File: src/rtl/lpc_mbx_pkg.sv
package lpc_mbx_pkg;

  localparam int BYTE_W = 8;

  typedef enum logic [2:0] {
    PH_IDLE,
    PH_CTYPE,
    PH_ADDR,
    PH_WDATA,
    PH_TAR_IN,
    PH_SYNC,
    PH_RDATA,
    PH_TAR_OUT
  } lpc_phase_e;

  localparam logic [3:0] NIB_START   = 4'h0;
  localparam logic [3:0] NIB_IORD    = 4'h0;
  localparam logic [3:0] NIB_IOWR    = 4'h2;
  localparam logic [3:0] NIB_ACK     = 4'h0;
  localparam logic [3:0] NIB_IDLE    = 4'hF;

  // host-side offsets from a channel base
  localparam int HOFF_DATA = 0;
  localparam int HOFF_STS  = 1;
  localparam int HOFF_SPAN = 2;

  // firmware-side offsets inside a channel
  localparam int FOFF_IDR = 0;
  localparam int FOFF_ODR = 1;
  localparam int FOFF_STS = 2;
  localparam int FOFF_BLO = 3;
  localparam int FOFF_BHI = 4;

  // status bit positions
  localparam int STS_OBF = 0;
  localparam int STS_IBF = 1;

endpackage

File: src/rtl/lpc_cycle_fsm.sv
module lpc_cycle_fsm
  import lpc_mbx_pkg::*;
#(
  parameter int AW = 16
) (
  input  logic              clk,
  input  logic              rst,
  input  logic              frame_n,
  input  logic [3:0]        nib_in,
  output logic [3:0]        nib_out,
  output logic              nib_oe,
  output logic [AW-1:0]     cand_addr,
  output logic              addr_done,
  input  logic              hit,
  output logic              host_we,
  output logic              host_re,
  output logic [BYTE_W-1:0] host_wdata,
  input  logic [BYTE_W-1:0] host_rdata
);

  localparam int ADDR_NIBS = AW / 4;
  localparam int DATA_NIBS = BYTE_W / 4;
  localparam int CNT_W     = $clog2(ADDR_NIBS);
  localparam logic [CNT_W-1:0] LAST_A = CNT_W'(ADDR_NIBS - 1);
  localparam logic [CNT_W-1:0] LAST_D = CNT_W'(DATA_NIBS - 1);
  localparam logic [CNT_W-1:0] LAST_T = CNT_W'(1);

  lpc_phase_e        ph, ph_n;
  logic [CNT_W-1:0]  cnt, cnt_n;
  logic              is_wr, is_wr_n;
  logic [AW-5:0]     addr_q, addr_n;
  logic [3:0]        wlo, wlo_n;
  logic [BYTE_W-1:0] rd_q;

  assign cand_addr  = {addr_q, nib_in};
  assign addr_done  = frame_n && (ph == PH_ADDR) && (cnt == LAST_A);
  assign host_wdata = {nib_in, wlo};

  always_comb begin
    ph_n    = ph;
    cnt_n   = cnt;
    is_wr_n = is_wr;
    addr_n  = addr_q;
    wlo_n   = wlo;
    host_we = 1'b0;
    host_re = 1'b0;
    if (!frame_n) begin
      ph_n  = (nib_in == NIB_START) ? PH_CTYPE : PH_IDLE;
      cnt_n = '0;
    end else begin
      case (ph)
        PH_IDLE: ;
        PH_CTYPE: begin
          cnt_n = '0;
          if (nib_in == NIB_IORD) begin
            ph_n    = PH_ADDR;
            is_wr_n = 1'b0;
          end else if (nib_in == NIB_IOWR) begin
            ph_n    = PH_ADDR;
            is_wr_n = 1'b1;
          end else begin
            ph_n = PH_IDLE;
          end
        end
        PH_ADDR: begin
          addr_n = cand_addr[AW-5:0];
          if (cnt == LAST_A) begin
            cnt_n = '0;
            if (!hit)       ph_n = PH_IDLE;
            else if (is_wr) ph_n = PH_WDATA;
            else            ph_n = PH_TAR_IN;
          end else begin
            cnt_n = cnt + 1'b1;
          end
        end
        PH_WDATA: begin
          if (cnt == LAST_D) begin
            host_we = 1'b1;
            cnt_n   = '0;
            ph_n    = PH_TAR_IN;
          end else begin
            wlo_n = nib_in;
            cnt_n = cnt + 1'b1;
          end
        end
        PH_TAR_IN: begin
          if (cnt == LAST_T) begin
            cnt_n   = '0;
            ph_n    = PH_SYNC;
            host_re = !is_wr;
          end else begin
            cnt_n = cnt + 1'b1;
          end
        end
        PH_SYNC: begin
          cnt_n = '0;
          ph_n  = is_wr ? PH_TAR_OUT : PH_RDATA;
        end
        PH_RDATA: begin
          if (cnt == LAST_D) begin
            cnt_n = '0;
            ph_n  = PH_TAR_OUT;
          end else begin
            cnt_n = cnt + 1'b1;
          end
        end
        PH_TAR_OUT: begin
          if (cnt == LAST_T) begin
            cnt_n = '0;
            ph_n  = PH_IDLE;
          end else begin
            cnt_n = cnt + 1'b1;
          end
        end
        default: ph_n = PH_IDLE;
      endcase
    end
  end

  always_ff @(posedge clk) begin
    if (rst) begin
      ph      <= PH_IDLE;
      cnt     <= '0;
      is_wr   <= 1'b0;
      addr_q  <= '0;
      wlo     <= '0;
      rd_q    <= '0;
      nib_oe  <= 1'b0;
      nib_out <= NIB_IDLE;
    end else begin
      ph     <= ph_n;
      cnt    <= cnt_n;
      is_wr  <= is_wr_n;
      addr_q <= addr_n;
      wlo    <= wlo_n;
      if (host_re) rd_q <= host_rdata;
      nib_oe <= (ph_n == PH_SYNC) || (ph_n == PH_RDATA);
      if (ph_n == PH_SYNC)
        nib_out <= NIB_ACK;
      else if (ph_n == PH_RDATA)
        nib_out <= (cnt_n == '0) ? rd_q[3:0] : rd_q[7:4];
      else
        nib_out <= NIB_IDLE;
    end
  end

  AST_OE_IN_RESPONSE: assert property (@(posedge clk) disable iff (rst)
    nib_oe |-> (ph == PH_SYNC || ph == PH_RDATA));

  AST_DRIVE_BURST: assert property (@(posedge clk) disable iff (rst)
    (nib_oe && $past(nib_oe) && $past(nib_oe, 2)) |=> !nib_oe);

  AST_ACK_NIBBLE: assert property (@(posedge clk) disable iff (rst)
    (ph == PH_SYNC) |-> (nib_oe && nib_out == NIB_ACK));

  AST_BAD_TYPE_IDLE: assert property (@(posedge clk) disable iff (rst)
    (frame_n && ph == PH_CTYPE && nib_in != NIB_IORD && nib_in != NIB_IOWR)
      |=> (ph == PH_IDLE && !nib_oe));

  AST_MISS_IDLE: assert property (@(posedge clk) disable iff (rst)
    (addr_done && !hit) |=> (ph == PH_IDLE && !nib_oe));

endmodule

File: src/rtl/lpc_addr_decode.sv
module lpc_addr_decode
  import lpc_mbx_pkg::*;
#(
  parameter int NCH       = 4,
  parameter int AW        = 16,
  parameter int EXT_DEPTH = 16,
  parameter int EXT_CH    = 2,
  localparam int CH_W     = $clog2(NCH),
  localparam int OFF_W    = $clog2(2 * EXT_DEPTH)
) (
  input  logic [AW-1:0]          addr,
  input  logic [NCH-1:0][AW-1:0] bases,
  output logic                   hit,
  output logic [CH_W-1:0]        hit_ch,
  output logic [OFF_W-1:0]       hit_off
);

  logic [NCH-1:0][AW-1:0] diff;
  logic [NCH-1:0]         match;

  for (genvar k = 0; k < NCH; k++) begin : g_cmp
    assign diff[k] = addr - bases[k];
    if (k == EXT_CH) begin : g_ext
      assign match[k] = (diff[k] < AW'(HOFF_SPAN)) ||
                        ((diff[k] >= AW'(EXT_DEPTH)) && (diff[k] < AW'(2 * EXT_DEPTH)));
    end else begin : g_base
      assign match[k] = (diff[k] < AW'(HOFF_SPAN));
    end
  end

  // lowest-numbered channel wins: scan from the top, last assignment sticks
  always_comb begin
    hit     = 1'b0;
    hit_ch  = '0;
    hit_off = '0;
    for (int k = NCH - 1; k >= 0; k--) begin
      if (match[k]) begin
        hit     = 1'b1;
        hit_ch  = CH_W'(k);
        hit_off = diff[k][OFF_W-1:0];
      end
    end
  end

endmodule

File: src/rtl/lpc_mbx_channel.sv
module lpc_mbx_channel
  import lpc_mbx_pkg::*;
#(
  parameter int            AW        = 16,
  parameter int            EXT_DEPTH = 16,
  parameter bit            HAS_EXT   = 1'b0,
  parameter logic [AW-1:0] BASE_RST  = '0,
  localparam int OFF_W = $clog2(2 * EXT_DEPTH),
  localparam int IDX_W = $clog2(EXT_DEPTH)
) (
  input  logic              clk,
  input  logic              rst,
  input  logic              h_we,
  input  logic              h_re,
  input  logic [OFF_W-1:0]  h_off,
  input  logic [BYTE_W-1:0] h_wdata,
  output logic [BYTE_W-1:0] h_rdata,
  input  logic              f_we,
  input  logic              f_re,
  input  logic [OFF_W-1:0]  f_off,
  input  logic [BYTE_W-1:0] f_wdata,
  output logic [BYTE_W-1:0] f_rdata,
  output logic [AW-1:0]     base
);

  logic [BYTE_W-1:0] idr, odr, sts;
  logic              ibf, obf;
  logic [BYTE_W-1:0] ext_h, ext_f;
  logic              h_ext, f_ext;

  logic h_data_wr, h_data_rd, f_idr_rd, f_odr_wr;
  assign h_data_wr = h_we && (h_off == OFF_W'(HOFF_DATA));
  assign h_data_rd = h_re && (h_off == OFF_W'(HOFF_DATA));
  assign f_idr_rd  = f_re && (f_off == OFF_W'(FOFF_IDR));
  assign f_odr_wr  = f_we && (f_off == OFF_W'(FOFF_ODR));

  always_ff @(posedge clk) begin
    if (rst) begin
      idr  <= '0;
      odr  <= '0;
      ibf  <= 1'b0;
      obf  <= 1'b0;
      base <= BASE_RST;
    end else begin
      if (h_data_wr) idr <= h_wdata;
      if (f_odr_wr)  odr <= f_wdata;
      if (f_we && f_off == OFF_W'(FOFF_BLO)) base[BYTE_W-1:0]  <= f_wdata;
      if (f_we && f_off == OFF_W'(FOFF_BHI)) base[AW-1:BYTE_W] <= f_wdata[AW-BYTE_W-1:0];
      // a set in the same clock as a clear wins
      if (h_data_wr)     ibf <= 1'b1;
      else if (f_idr_rd) ibf <= 1'b0;
      if (f_odr_wr)       obf <= 1'b1;
      else if (h_data_rd) obf <= 1'b0;
    end
  end

  always_comb begin
    sts          = '0;
    sts[STS_OBF] = obf;
    sts[STS_IBF] = ibf;
  end

  if (HAS_EXT) begin : g_ext
    logic [BYTE_W-1:0] mem [EXT_DEPTH];
    assign h_ext = h_off[OFF_W-1];
    assign f_ext = f_off[OFF_W-1];
    always_ff @(posedge clk) begin
      if (h_we && h_ext)      mem[h_off[IDX_W-1:0]] <= h_wdata;
      else if (f_we && f_ext) mem[f_off[IDX_W-1:0]] <= f_wdata;
    end
    assign ext_h = mem[h_off[IDX_W-1:0]];
    assign ext_f = mem[f_off[IDX_W-1:0]];
  end else begin : g_no_ext
    assign h_ext = 1'b0;
    assign f_ext = 1'b0;
    assign ext_h = '0;
    assign ext_f = '0;
  end

  always_comb begin
    if (h_ext)                              h_rdata = ext_h;
    else if (h_off == OFF_W'(HOFF_DATA))    h_rdata = odr;
    else if (h_off == OFF_W'(HOFF_STS))     h_rdata = sts;
    else                                    h_rdata = '0;
  end

  always_comb begin
    if (f_ext)                              f_rdata = ext_f;
    else if (f_off == OFF_W'(FOFF_IDR))     f_rdata = idr;
    else if (f_off == OFF_W'(FOFF_ODR))     f_rdata = odr;
    else if (f_off == OFF_W'(FOFF_STS))     f_rdata = sts;
    else if (f_off == OFF_W'(FOFF_BLO))     f_rdata = base[BYTE_W-1:0];
    else if (f_off == OFF_W'(FOFF_BHI))     f_rdata = BYTE_W'(base[AW-1:BYTE_W]);
    else                                    f_rdata = '0;
  end

  AST_IBF_SET: assert property (@(posedge clk) disable iff (rst)
    h_data_wr |=> ibf);

  AST_IBF_CLEAR: assert property (@(posedge clk) disable iff (rst)
    (f_idr_rd && !h_data_wr) |=> !ibf);

  AST_OBF_SET: assert property (@(posedge clk) disable iff (rst)
    f_odr_wr |=> obf);

  AST_OBF_CLEAR: assert property (@(posedge clk) disable iff (rst)
    (h_data_rd && !f_odr_wr) |=> !obf);

  AST_STS_WRITE_INERT: assert property (@(posedge clk) disable iff (rst)
    (h_we && h_off == OFF_W'(HOFF_STS)) |=> $stable(idr));

endmodule

File: src/rtl/lpc_mailbox_target.sv
module lpc_mailbox_target
  import lpc_mbx_pkg::*;
#(
  parameter int                NCH       = 4,
  parameter int                AW        = 16,
  parameter int                EXT_DEPTH = 16,
  parameter int                EXT_CH    = 2,
  parameter logic [NCH*AW-1:0] BASE_RST  = 64'h0CB0_0D00_0CA8_0CA0,
  localparam int CH_W  = $clog2(NCH),
  localparam int OFF_W = $clog2(2 * EXT_DEPTH),
  localparam int FA_W  = CH_W + OFF_W
) (
  input  logic              bus_clk,
  input  logic              bus_rst,
  input  logic              frame_n,
  input  logic [3:0]        nib_in,
  output logic [3:0]        nib_out,
  output logic              nib_oe,
  input  logic              fw_sel,
  input  logic              fw_wr,
  input  logic [FA_W-1:0]   fw_addr,
  input  logic [BYTE_W-1:0] fw_wdata,
  output logic [BYTE_W-1:0] fw_rdata
);

  logic [AW-1:0]              cand_addr;
  logic                       addr_done, hit;
  logic [CH_W-1:0]            dec_ch, sel_ch_q;
  logic [OFF_W-1:0]           dec_off, sel_off_q;
  logic                       host_we, host_re;
  logic [BYTE_W-1:0]          host_wdata, host_rdata;
  logic [NCH-1:0][AW-1:0]     ch_base;
  logic [NCH-1:0][BYTE_W-1:0] ch_h_rdata, ch_f_rdata;
  logic [CH_W-1:0]            f_ch;
  logic [OFF_W-1:0]           f_off;

  assign f_ch  = fw_addr[FA_W-1:OFF_W];
  assign f_off = fw_addr[OFF_W-1:0];

  lpc_cycle_fsm #(.AW(AW)) u_fsm (
    .clk        (bus_clk),
    .rst        (bus_rst),
    .frame_n    (frame_n),
    .nib_in     (nib_in),
    .nib_out    (nib_out),
    .nib_oe     (nib_oe),
    .cand_addr  (cand_addr),
    .addr_done  (addr_done),
    .hit        (hit),
    .host_we    (host_we),
    .host_re    (host_re),
    .host_wdata (host_wdata),
    .host_rdata (host_rdata)
  );

  lpc_addr_decode #(
    .NCH(NCH), .AW(AW), .EXT_DEPTH(EXT_DEPTH), .EXT_CH(EXT_CH)
  ) u_dec (
    .addr    (cand_addr),
    .bases   (ch_base),
    .hit     (hit),
    .hit_ch  (dec_ch),
    .hit_off (dec_off)
  );

  always_ff @(posedge bus_clk) begin
    if (bus_rst) begin
      sel_ch_q  <= '0;
      sel_off_q <= '0;
    end else if (addr_done && hit) begin
      sel_ch_q  <= dec_ch;
      sel_off_q <= dec_off;
    end
  end

  assign host_rdata = ch_h_rdata[sel_ch_q];

  for (genvar k = 0; k < NCH; k++) begin : g_ch
    lpc_mbx_channel #(
      .AW(AW), .EXT_DEPTH(EXT_DEPTH), .HAS_EXT(k == EXT_CH),
      .BASE_RST(BASE_RST[k*AW +: AW])
    ) u_ch (
      .clk     (bus_clk),
      .rst     (bus_rst),
      .h_we    (host_we && sel_ch_q == CH_W'(k)),
      .h_re    (host_re && sel_ch_q == CH_W'(k)),
      .h_off   (sel_off_q),
      .h_wdata (host_wdata),
      .h_rdata (ch_h_rdata[k]),
      .f_we    (fw_sel && fw_wr && f_ch == CH_W'(k)),
      .f_re    (fw_sel && !fw_wr && f_ch == CH_W'(k)),
      .f_off   (f_off),
      .f_wdata (fw_wdata),
      .f_rdata (ch_f_rdata[k]),
      .base    (ch_base[k])
    );
  end

  always_ff @(posedge bus_clk) begin
    if (bus_rst)               fw_rdata <= '0;
    else if (fw_sel && !fw_wr) fw_rdata <= ch_f_rdata[f_ch];
  end

  AST_FW_RDATA_HOLD: assert property (@(posedge bus_clk) disable iff (bus_rst)
    !(fw_sel && !fw_wr) |=> $stable(fw_rdata));

endmodule

File: config.mk
export PLATFORM = sky130hd
export DESIGN_NAME = lpc_mailbox_target
export DESIGN_NICKNAME = d
export VERILOG_FILES = /design/src/rtl/lpc_mbx_pkg.sv /design/src/rtl/lpc_cycle_fsm.sv /design/src/rtl/lpc_addr_decode.sv /design/src/rtl/lpc_mbx_channel.sv /design/src/rtl/lpc_mailbox_target.sv
export SDC_FILE = /design/constraint.sdc
export NUM_CORES = 1
export LEC_CHECK = 0
export BUFFER_PORTS_ARGS = -buffer_cell sky130_fd_sc_hd__clkbuf_2
export CAP_MARGIN = 5
export CORE_MARGIN = 4
export CORE_UTILIZATION = 55
export DETAILED_ROUTE_END_ITERATION = 6
export PLACE_DENSITY = 0.68
export REMOVE_ABC_BUFFERS = 1
export SYNTH_ARGS = -nofsm -noshare
export SYNTH_HDL_FRONTEND = slang
export SYNTH_SLANG_ARGS = --single-unit
File: constraint.sdc
create_clock -name bus_clk -period 6 [get_ports bus_clk]
set_input_delay 0.6 -clock bus_clk [delete_from_list [all_inputs] [get_ports bus_clk]]
set_output_delay 0.6 -clock bus_clk [all_outputs]
set_load 0.01 [all_outputs]
; Word-level counts from Yosys, hierarchy flattened
; Memory sizes are Yosys's and may differ from the RTL's. A register that Yosys moved wholly into a read port is not among the register bits.
; Index checks and enable logic that the tools add are counted.
[word_totals]
reg_bits = 186
ram_bits = 128
output_inout_bits = 13
word_cells = 246
n_memories = 1
[classes]
n_addsub = 5
magnitude_cmp = 8
n_eq_ne = 23
mux = 100
n_bitwise = 1
n_reduce_logical = 73
[mem_list]
columns = memory, depth, width, rd, rd_clocked_by_memory_dff, write_ports, line_no
row1 = g_ch[2].u_ch.g_ext.mem, 16, 8, 2, 1, 1, lpc_mbx_channel.sv:64  ; logic [BYTE_W-1:0] mem [EXT_DEPTH];
[ops]
columns = cell, n
row1 = $mux 8, 29
row2 = $lt 16x2->1 const B, 4
row3 = $sub 16x16->16, 4
row4 = $logic_and 1x1->1, 48
row5 = $mux 1, 36
row6 = $bmux 8 s2, 2
row7 = $mux 3, 9
row8 = $mux 2, 12
row9 = $mux 4, 6
row10 = $pmux 3 s7, 1
row11 = $mux 5, 4
row12 = $eq 3x3->1 const B, 6
row13 = $reduce_bool 2->1, 9
row14 = $ge 16x5->1 const B, 1
row15 = $lt 16x6->1 const B, 1
row16 = $eq 2x2->1 const B, 5
row17 = $eq 5x1->1 const B, 2
row18 = $eq 5x2->1 const B, 2
row19 = $logic_not 5->1, 2
row20 = $reduce_or 8->1, 1
row21 = $eq 2x1->1 const B, 3
row22 = $eq 3x2->1 const B, 2
row23 = $logic_not 2->1, 3
row24 = $lt 2x3->1 const B, 2
row25 = 13 further kinds, 16

; Longest topological paths before layout
; Gate-level depths: netlist of run 1.
[depth]
ltp_word = 14
depth_mapped = 15
ltp_nobuf = 15

; Hierarchy
; A second synthesis of run 1 with hierarchy kept.
[hier_totals]
cells_unflattened = 2095
area_unflattened_um2 = 20079.3
[modules_own_cells]
columns = mod, n_inst, cells_per_inst, area_per_inst_um2, seq_area_each_um2
row1 = lpc_mbx_channel at g_ch[2].u_ch, 1, 590, 8066.5, 4524.3
row2 = lpc_mbx_channel at g_ch[1].u_ch ..., 2, 229, 1898.1, 680.7
row3 = lpc_addr_decode, 1, 517, 3542.1, 0.0
row4 = lpc_mbx_channel at g_ch[0].u_ch, 1, 230, 1898.1, 680.7
row5 = lpc_cycle_fsm, 1, 198, 1720.4, 700.7
row6 = lpc_mailbox_target, 1, 102, 1056.0, 300.3

; Worst setup path before layout of run 1
; No wires, ideal clock.
[synth_path]
path_kind = input -> register
start = input port nib_in[0]
end = register u_fsm.nib_out[2]
setup_ns = 0.127
arrival_ns = 3.591
required_time_ns = 5.873
setup_slack_ns = 2.282
path_stages = 15
path_buffers = 0
path_cell_list = inv_1 ha_1 inv_1 fa_1 xor2_1 a2111o_1 a2111oi_2 o2111ai_1 nor4_2 o311a_1 and4_4 nand4b_1 a31oi_1 nor3b_2 a21oi_1
[synth_between]
elab_chain_cells = 14
word_cells_on_any_way = 29
[synth_rtl]
columns = element, line_no
row1 = start: declaration, lpc_mailbox_target.sv:16  ; input logic [3:0] nib_in,
row2 = $sub 16x16->16, lpc_addr_decode.sv:22  ; assign diff[k] = addr - bases[k];
row3 = $ge 16x5->1 or $lt 16x6->1 (tied branches), lpc_addr_decode.sv:25  ; ((diff[k] >= AW'(EXT_DEPTH)) && (diff[k] < AW'(2 * EXT_DEPTH)));
row4 = $logic_and 1x1->1, lpc_addr_decode.sv:25
row5 = $logic_or 1x1->1, lpc_addr_decode.sv:24  ; assign match[k] = (diff[k] < AW'(HOFF_SPAN)) ||
row6 = $mux 1 (3 in a row), lpc_addr_decode.sv:37  ; if (match[k]) begin
row7 = $mux 3, lpc_cycle_fsm.sv:69  ; if (!hit) ph_n = PH_IDLE;
row8 = $mux 3, lpc_cycle_fsm.sv:67  ; if (cnt == LAST_A) begin
row9 = $pmux 3 s7, lpc_cycle_fsm.sv:51  ; case (ph)
row10 = $mux 3 (*), lpc_cycle_fsm.sv:47  ; if (!frame_n) begin
row11 = $eq 3x3->1, lpc_cycle_fsm.sv:140  ; else if (ph_n == PH_RDATA)
row12 = $mux 4, lpc_cycle_fsm.sv:140
row13 = $mux 4 (*), lpc_cycle_fsm.sv:138  ; if (ph_n == PH_SYNC)
row14 = end signal: assignment, lpc_cycle_fsm.sv:141  ; nib_out <= (cnt_n == '0) ? rd_q[3:0] : rd_q[7:4];
row15 = end: declaration, lpc_cycle_fsm.sv:10  ; output logic [3:0] nib_out,
; Every way passes the cells marked *; elsewhere a longest branch is shown, timed or not.
; A chain may end at the register's enable or synchronous reset.

; Final worst setup path of run 1
[layout_path]
start = input port nib_in[0]
end = register u_fsm.nib_out[3]
; The elaborated chain is that of the path after synthesis.

==> results of run 1 <==
==> worst max-delay path: cells and delay by family <==
family / cells / cell delay, ps
AO/OA/AOI/OAI: 7 / 1790
AND/OR/NAND/NOR: 3 / 1010
adder cells (fa/ha/maj): 2 / 680
buffers and inverters: 3 / 640
XOR/XNOR: 1 / 100
==> flip-flops by register name, indices dropped and copies added (netlist names), 4 cells and up, named ones only <==
name and cells:
g_ch.u_ch.idr 32, sel_off_q 5, u_fsm.nib_out 4, u_fsm.addr_q 12, u_fsm.wlo 4, g_ch.u_ch.odr 32
g_ch.u_ch.g_ext.mem 128, g_ch.u_ch.ibf 4, g_ch.u_ch.base 64, g_ch.u_ch.obf 4, u_fsm.rd_q 8, fw_rdata 8
==> power by group <==
group          total [mW]  switching [mW]  internal (mW)  leakage (nW)
logic               0.226           0.157         0.0683          3.63
clock network        2.06           0.879           1.18         0.524
registers            2.25         0.00327           2.24          2.62
==> Yosys cell counts (all sizes together), types with 22 or more instances <==
cell,n,area [µm²]
a21oi,157,801
a222oi,26,260
a22oi,23,173
a31oi,28,175
buf,22,104
clkbuf,93,352
dfxtp,190,3800
edfxtp,128,3840
ha,63,788
inv,92,345
mux2i,72,721
mux4,86,1940
nand2,217,815
nand3,47,235
nor2,155,584
nor3,23,115
o211ai,31,233
o21ai,55,287
==> kinds of logic after synthesis <==
group           after synthesis
buf+inv                     208
xor+xnor                     27
compound gates              436
mux                         176
simple gates                557
fa+ha+maj                    67
flops                       318
==> final timing paths <==
path	slack, ps	cells past startpoint	to	startpoint
max	1550	16	u_fsm.nib_out[3]	nib_in[0]
min	360	3	u_fsm.addr_q[0]	nib_in[0]
max reg2reg	1700	12	u_fsm.nib_out[3]	u_fsm.addr_q[0]
min reg2reg	460	2	g_ch[2].u_ch.base[3]	g_ch[2].u_ch.base[3]
==> layer usage <==
metal	global-route usage, %	routed length, µm	vias to the layer above
li1	-	-	6660
met3	4.32	4430	182
met1	39.9	21300	7234
met5	0	17	-
met2	50.4	26500	773
met4	14.9	3010	2
==> stage by stage <==
stage               std cells  area, µm²  worst slack, ps  hold WS (ps)  utilization, %
global placement         2166      18300             1250           442            57.6
CTS                      2229      19400             1620           357            61.1
floorplan                1674      17400             2280           430               -
global route             2229      19400             1240           378            61.1
finish                   2229      19400             1550           362            61.1
detailed placement       2166      18300             1110           450            57.6
==> layout make-up <==
type	instances	area (µm²)	share of cell area (%)
well taps	435	544	2.80
inverters	93	349	1.80
flip-flops and latches	318	7650	39.4
repair buffers	57	340	1.75
multi-input cells	1263	9450	48.7
clock inverters	16	124	0.638
clock buffers	47	962	4.96
==> results.md, run 1 <==
- Min Clock Period, post-route: about 4500 ps
- Pwr Total: 4.53 mW
- Post-synthesis async set-or-reset flop share: 0%
- Post-cts resize count: 0
- Failing checks: DRC
- Mean Syn Cell Area: between 9 and 10 µm²
- GRT Total Usage: a little under a third
- YS warnings: 0
- WL final: 55,300 µm
- Worst Skew: between 15 and 20 ps
- Largest family of logic cells by synthesized area: compound AO/OA/AOI/OAI gates
- Distinct cell type count after synthesis: 85
- Cts bufs inserted: 35
- Commonest non-fill, non-tap cells in the layout: nand2_1, dfxtp_1, a21oi_1, nor2_1, edfxtp_1
- Initial antenna violation count: 1
- Synth Register Bits: 318
- Register area share after synthesis: around 43%
- Worst-path clk slew: 60 ps
- Post-CTS Repair Setup Buffers: 0
- Vias in the first global route: 14,149
- Top cell by count, worst path: a21oi_1
- CTS tree: built
- RSZ-0062 raised after global routing: no
- Via Count: approximately 15,000
- Fillers: 2,622
- Synthesized area: 0.0179 mm²
- Ports: 37
- Post-detail-place hpwl: 39,000 µm
- Final Max Slew Viols: 0
- EDFF count, synth: 128
- Worst slew margin: between 20% and 30%
- Sum Neg Setup Slack: 0 ps
- Required @ worst endpoint: roughly 6400 ps
- N_diodes: 0
- Die Span X: ~190 µm
- Routed wire length per instance: between 20 and 25 µm
- Crit-path slowest cell: a31oi_1
- Slew @ Worst Pin: about 1200 ps
- Starting Density: a little under three fifths
- CP max stage delay: roughly 490 ps
- Die Y-Extent: 188 µm
- # port buffers: 36
- DR DRC count: 8
- Fraction of layout cells with a size suffix above 1: 13.3%
- CP Capture Type: flop
- ANT nets after route: 0
- GR Overflow Total: 0
- Crit path cell chain: clkbuf_2 -> inv_1 -> ha_1 -> inv_1 -> fa_1 -> a21o_1 -> a221o_1 -> a21oi_1 -> a21oi_1 -> a211oi_1 -> xor2_1 -> nand4_1 -> nand4b_1 -> a31oi_1 -> nor3b_2 -> a21oi_1
- First-pass GRT wire length: roughly 84,000 µm
- Setup violators final: 0
- Outcome: complete, but fails checks
- CP Launch Type: input pin
- Synth Area in Simple Gates: between 10% and 20%
- Final Hold Fails: 0
- Cell Rows: 65
- Worst-skew pair later-pin latency: ~530 ps
- Synth Flop Type: dfxtp_1
- Max Buffers Root-to-Sink: 3
- Synth Area in Compound Gates: about 16%
- DR pass1 iterations: 7
- H-tree depth: 2
- Hold Crit Class: input pin to flop
- Total clock sinks: approximately 320
- RePlAce Congestion: approximately 0.93
- Synth Area in XOR/XNOR: 1.32%
- Critical Path AT: ~4900 ps
- Static Leakage: around 6.8 nW
- Hold-fix buffers at CTS: 0
- Root Driver: clkbuf_16
- Area grow syn2layout: 8.54%
- Largest net degree at the start of global routing: just under 90
- Vias/cell: 6.66
- Crit Path Max Fanout: 8
- DIE AREA: 0.0355 mm²
- Final #Nets: 1,859
- Mux cell area share after synthesis: between 10% and 20%
- F_max: between 200 and 250 MHz
- Pwr/cell area: about 230 mW/mm²
- Final period utilization: 74.2%
- Max-Cap Viols: 0
- CORE AREA: around 0.032 mm²
- Setup CP Type: input pin to flop
- Commonest non-fill, non-tap cell in the layout: nand2_1
- Starting DRT DRC Count: between 2,000 and 2,500
- Syn Inst Count: between 1,500 and 2,000
- Worst vdd ir: around 0.28 mV
- Post-Synth Adder-Cell Area: 4.85%
Note: power is estimated with default switching activity, not from simulation.
==> inputs of run 2 (changes only) <==
--- a/config.mk
+++ b/config.mk
@@ -10,7 +10,7 @@
 export CORE_MARGIN = 4
 export CORE_UTILIZATION = 55
 export DETAILED_ROUTE_END_ITERATION = 6
-export PLACE_DENSITY = 0.68
+export PLACE_DENSITY = 0.71
 export REMOVE_ABC_BUFFERS = 1
 export SYNTH_ARGS = -nofsm -noshare
 export SYNTH_HDL_FRONTEND = slang
==> constraint.sdc (replaced) <==
create_clock -name bus_clk -period 3.6 [get_ports bus_clk]
set_input_delay 0.36 -clock bus_clk [delete_from_list [all_inputs] [get_ports bus_clk]]
set_output_delay 0.36 -clock bus_clk [all_outputs]
set_load 0.01 [all_outputs]
==> results.md, run 2 (synthesized netlist as in run 1, its figures left out) <==
- Outcome: complete, but fails checks
- Failing checks: DRC
- R2R Path End: u_fsm.nib_out[2]
- Static Leakage: ~7.5 nW
- DIE AREA: roughly 0.035 mm²
- F_max: between 200 and 300 MHz
- Post-detail-place hpwl: between 40,000 and 50,000 µm
- Worst vdd ir: approximately 0.37 mV
- Busiest layer in global routing: met2
- Initial antenna violation count: 0
- Slew @ Worst Pin: roughly 1000 ps
- GR Overflow Total: 0
- Commonest non-fill, non-tap cell in the layout: nand2_1
- Seq pwr share: 46.8%
- Non-Filler Instances: roughly 2,300
- Worst hold slack: between 150 and 200 ps
- Hold endpoint: u_fsm.ph[1]
- Worst slew margin: 30.6%
- Fraction of layout cells with a size suffix above 1: approximately a fifth
- Critical Path AT: 3920 ps
- Sum Neg Setup Slack: 0 ps
- Total clock sinks: 318
- Vias/cell: between 6 and 7
- Hold Crit Class: input pin to flop
- Fin util: 65.2%
- Reg2Reg Launch Point: g_ch[2].u_ch.base[8]
- M2 GR Usage: between 50% and 60%
- Crit-path slowest cell: a2111o_1
- Crit Path Max Fanout: 6
- RSZ-0062 raised after global routing: yes
- Clk pwr share: between 40% and 50%
- M1 GR Usage: between 40% and 50%
- Max Buffers Root-to-Sink: 3
- Hold path cells: 3
- CP max stage delay: about 420 ps
- Cts bufs inserted: 31
- DR pass1 iterations: 7
- Required @ worst endpoint: 4030 ps
- Fillers: between 2,000 and 2,500
- Psw: between 1.5 and 2 mW
- CP Capture Type: flop
- First-pass GRT wire length: between 80,000 and 90,000 µm
- Routed wire length per instance: between 20 and 25 µm
- R2r setup slk: ~120 ps
- Multi-input gate area: ~0.0096 mm²
- Die Y-Extent: 188 µm
- Pwr/cell area: around 390 mW/mm²
- CP Launch Type: flop
- Crit path cell chain: inv_1 -> ha_1 -> a21oi_1 -> nand2_1 -> a32oi_1 -> o2111ai_1 -> a2111o_1 -> nor3_2 -> nand4_1 -> nand4b_1 -> buf_6 -> a31oi_4 -> nor3b_4 -> a21oi_2
- Max-Cap Viols: 0
- Comb power frac: about 5.4%
- GRT Total Usage: a little under a third
- Worst Skew: about 8 ps
- Starting Density: between 50% and 60%
- Via Count: ~15,000
- Worst-path clk slew: around 70 ps
- Final period utilization: roughly 97%
- P_int: ~6.3 mW
- Min Clock Period, post-route: 3480 ps
- Largest net degree at the start of global routing: roughly 150
- WL final: roughly 57,000 µm
- N_diodes: 0
- Final Hold Fails: 0
- Worst-skew pair later-pin latency: 560 ps
- Starting DRT DRC Count: ~2,300
- Pwr Total: ~8 mW
- Area grow syn2layout: 15.9%
- Ports: 37
- ANT nets after route: 0
- Die Span X: about 190 µm
- CORE AREA: between 0.03 and 0.04 mm²
- RePlAce Congestion: ~0.95
- CTS tree: built
- Max reg flops: ~130
- Met3 Usage GRT: between 3 and 4%
- H-tree depth: 1
- Setup violators final: 0
- Commonest non-fill, non-tap cells in the layout: nand2_1, dfxtp_1, nor2_1, a21oi_1, buf_4
- Setup CP Type: flop to flop
- Hold Startpoint: frame_n
- DP Cell Count: 2,283
- DR DRC count: 4
- Vias in the first global route: 14,400
- Cell Rows: 65
- Final #Nets: 1,974
- # port buffers: 36
- Switching share of power: a little over a fifth
- Root Driver: clkbuf_16
- Final Max Slew Viols: 0
- Register-to-Register Path Depth: 14
- FF+latch area: around 0.0077 mm²
## run 2: cell types whose count changed in the layout (fill, tap and decap cells not counted), sizes merged
cell / delta
bufinv: +10
clkinvlp: +1
clkinv: -5
inv: -1
clkbuf: -11
buf: +119
## run 2: how the worst max path moves through the flow
stage | cells after the start | from | endpoint
finish | 14 | g_ch[2].u_ch.base[8] | u_fsm.nib_out[2]
global route | 15 | g_ch[1].u_ch.base[0] | u_fsm.nib_out[0]
CTS | 15 | g_ch[1].u_ch.base[0] | u_fsm.nib_out[2]
detailed placement | 18 | nib_in[0] | u_fsm.nib_out[0]
global placement | 18 | nib_in[0] | u_fsm.nib_out[2]
floorplan | 15 | nib_in[0] | u_fsm.nib_out[2]
## run 2: timing repair
item / 4_1_cts / 5_1_grt
hold buffers: 0 / 0
pin swaps: 1 / 15
resized for setup: 4 / 43
setup buffers: 0 / 2
endpoints found under the setup margin: 2 / 18
## run 2: power groups by stage
stage	clock [mW]	sequential (mW)	combinational [mW]
finish	3.83	3.74	0.431
global route	3.99	3.74	0.454
CTS	3.83	3.75	0.416
floorplan	0	3.83	0.165
global placement	0	3.82	0.409
detailed placement	0	3.82	0.414
## run 2: routing by layer
metal	part of all wire (%)	vias to the layer above
li1	-	6869
met1	40	7379
met2	47	871
met3	8.2	169
met4	4.9	0
met5	0	-
## run 2: through the flow
step	setup WS (ps)	instance area, µm²
global route	-51.5	20700
CTS	5.21	20500
global placement	-256	19300
finish	118	20700
floorplan	120	17400
detailed placement	-343	19300
## run 2: area by class of cell
| type | count | share of cell area (%) |
|---|---|---|
| multi-input cells | 1263 | 46.5 |
| flip-flops and latches | 318 | 37.0 |
| repair buffers | 176 | 6.39 |
| clock buffers | 36 | 3.93 |
| well taps | 435 | 2.63 |
| clock inverters | 21 | 1.88 |
| inverters | 93 | 1.68 |
## run 2: worst max-delay path, delay by kind of cell, from the launching register on
kind	cells	cell delay, ps
AOI/OAI and AO/OA	6	1240
adders and majority gates	1	370
buffers and inverters	2	280
DFF	1	390
and+or+nand+nor	5	1070
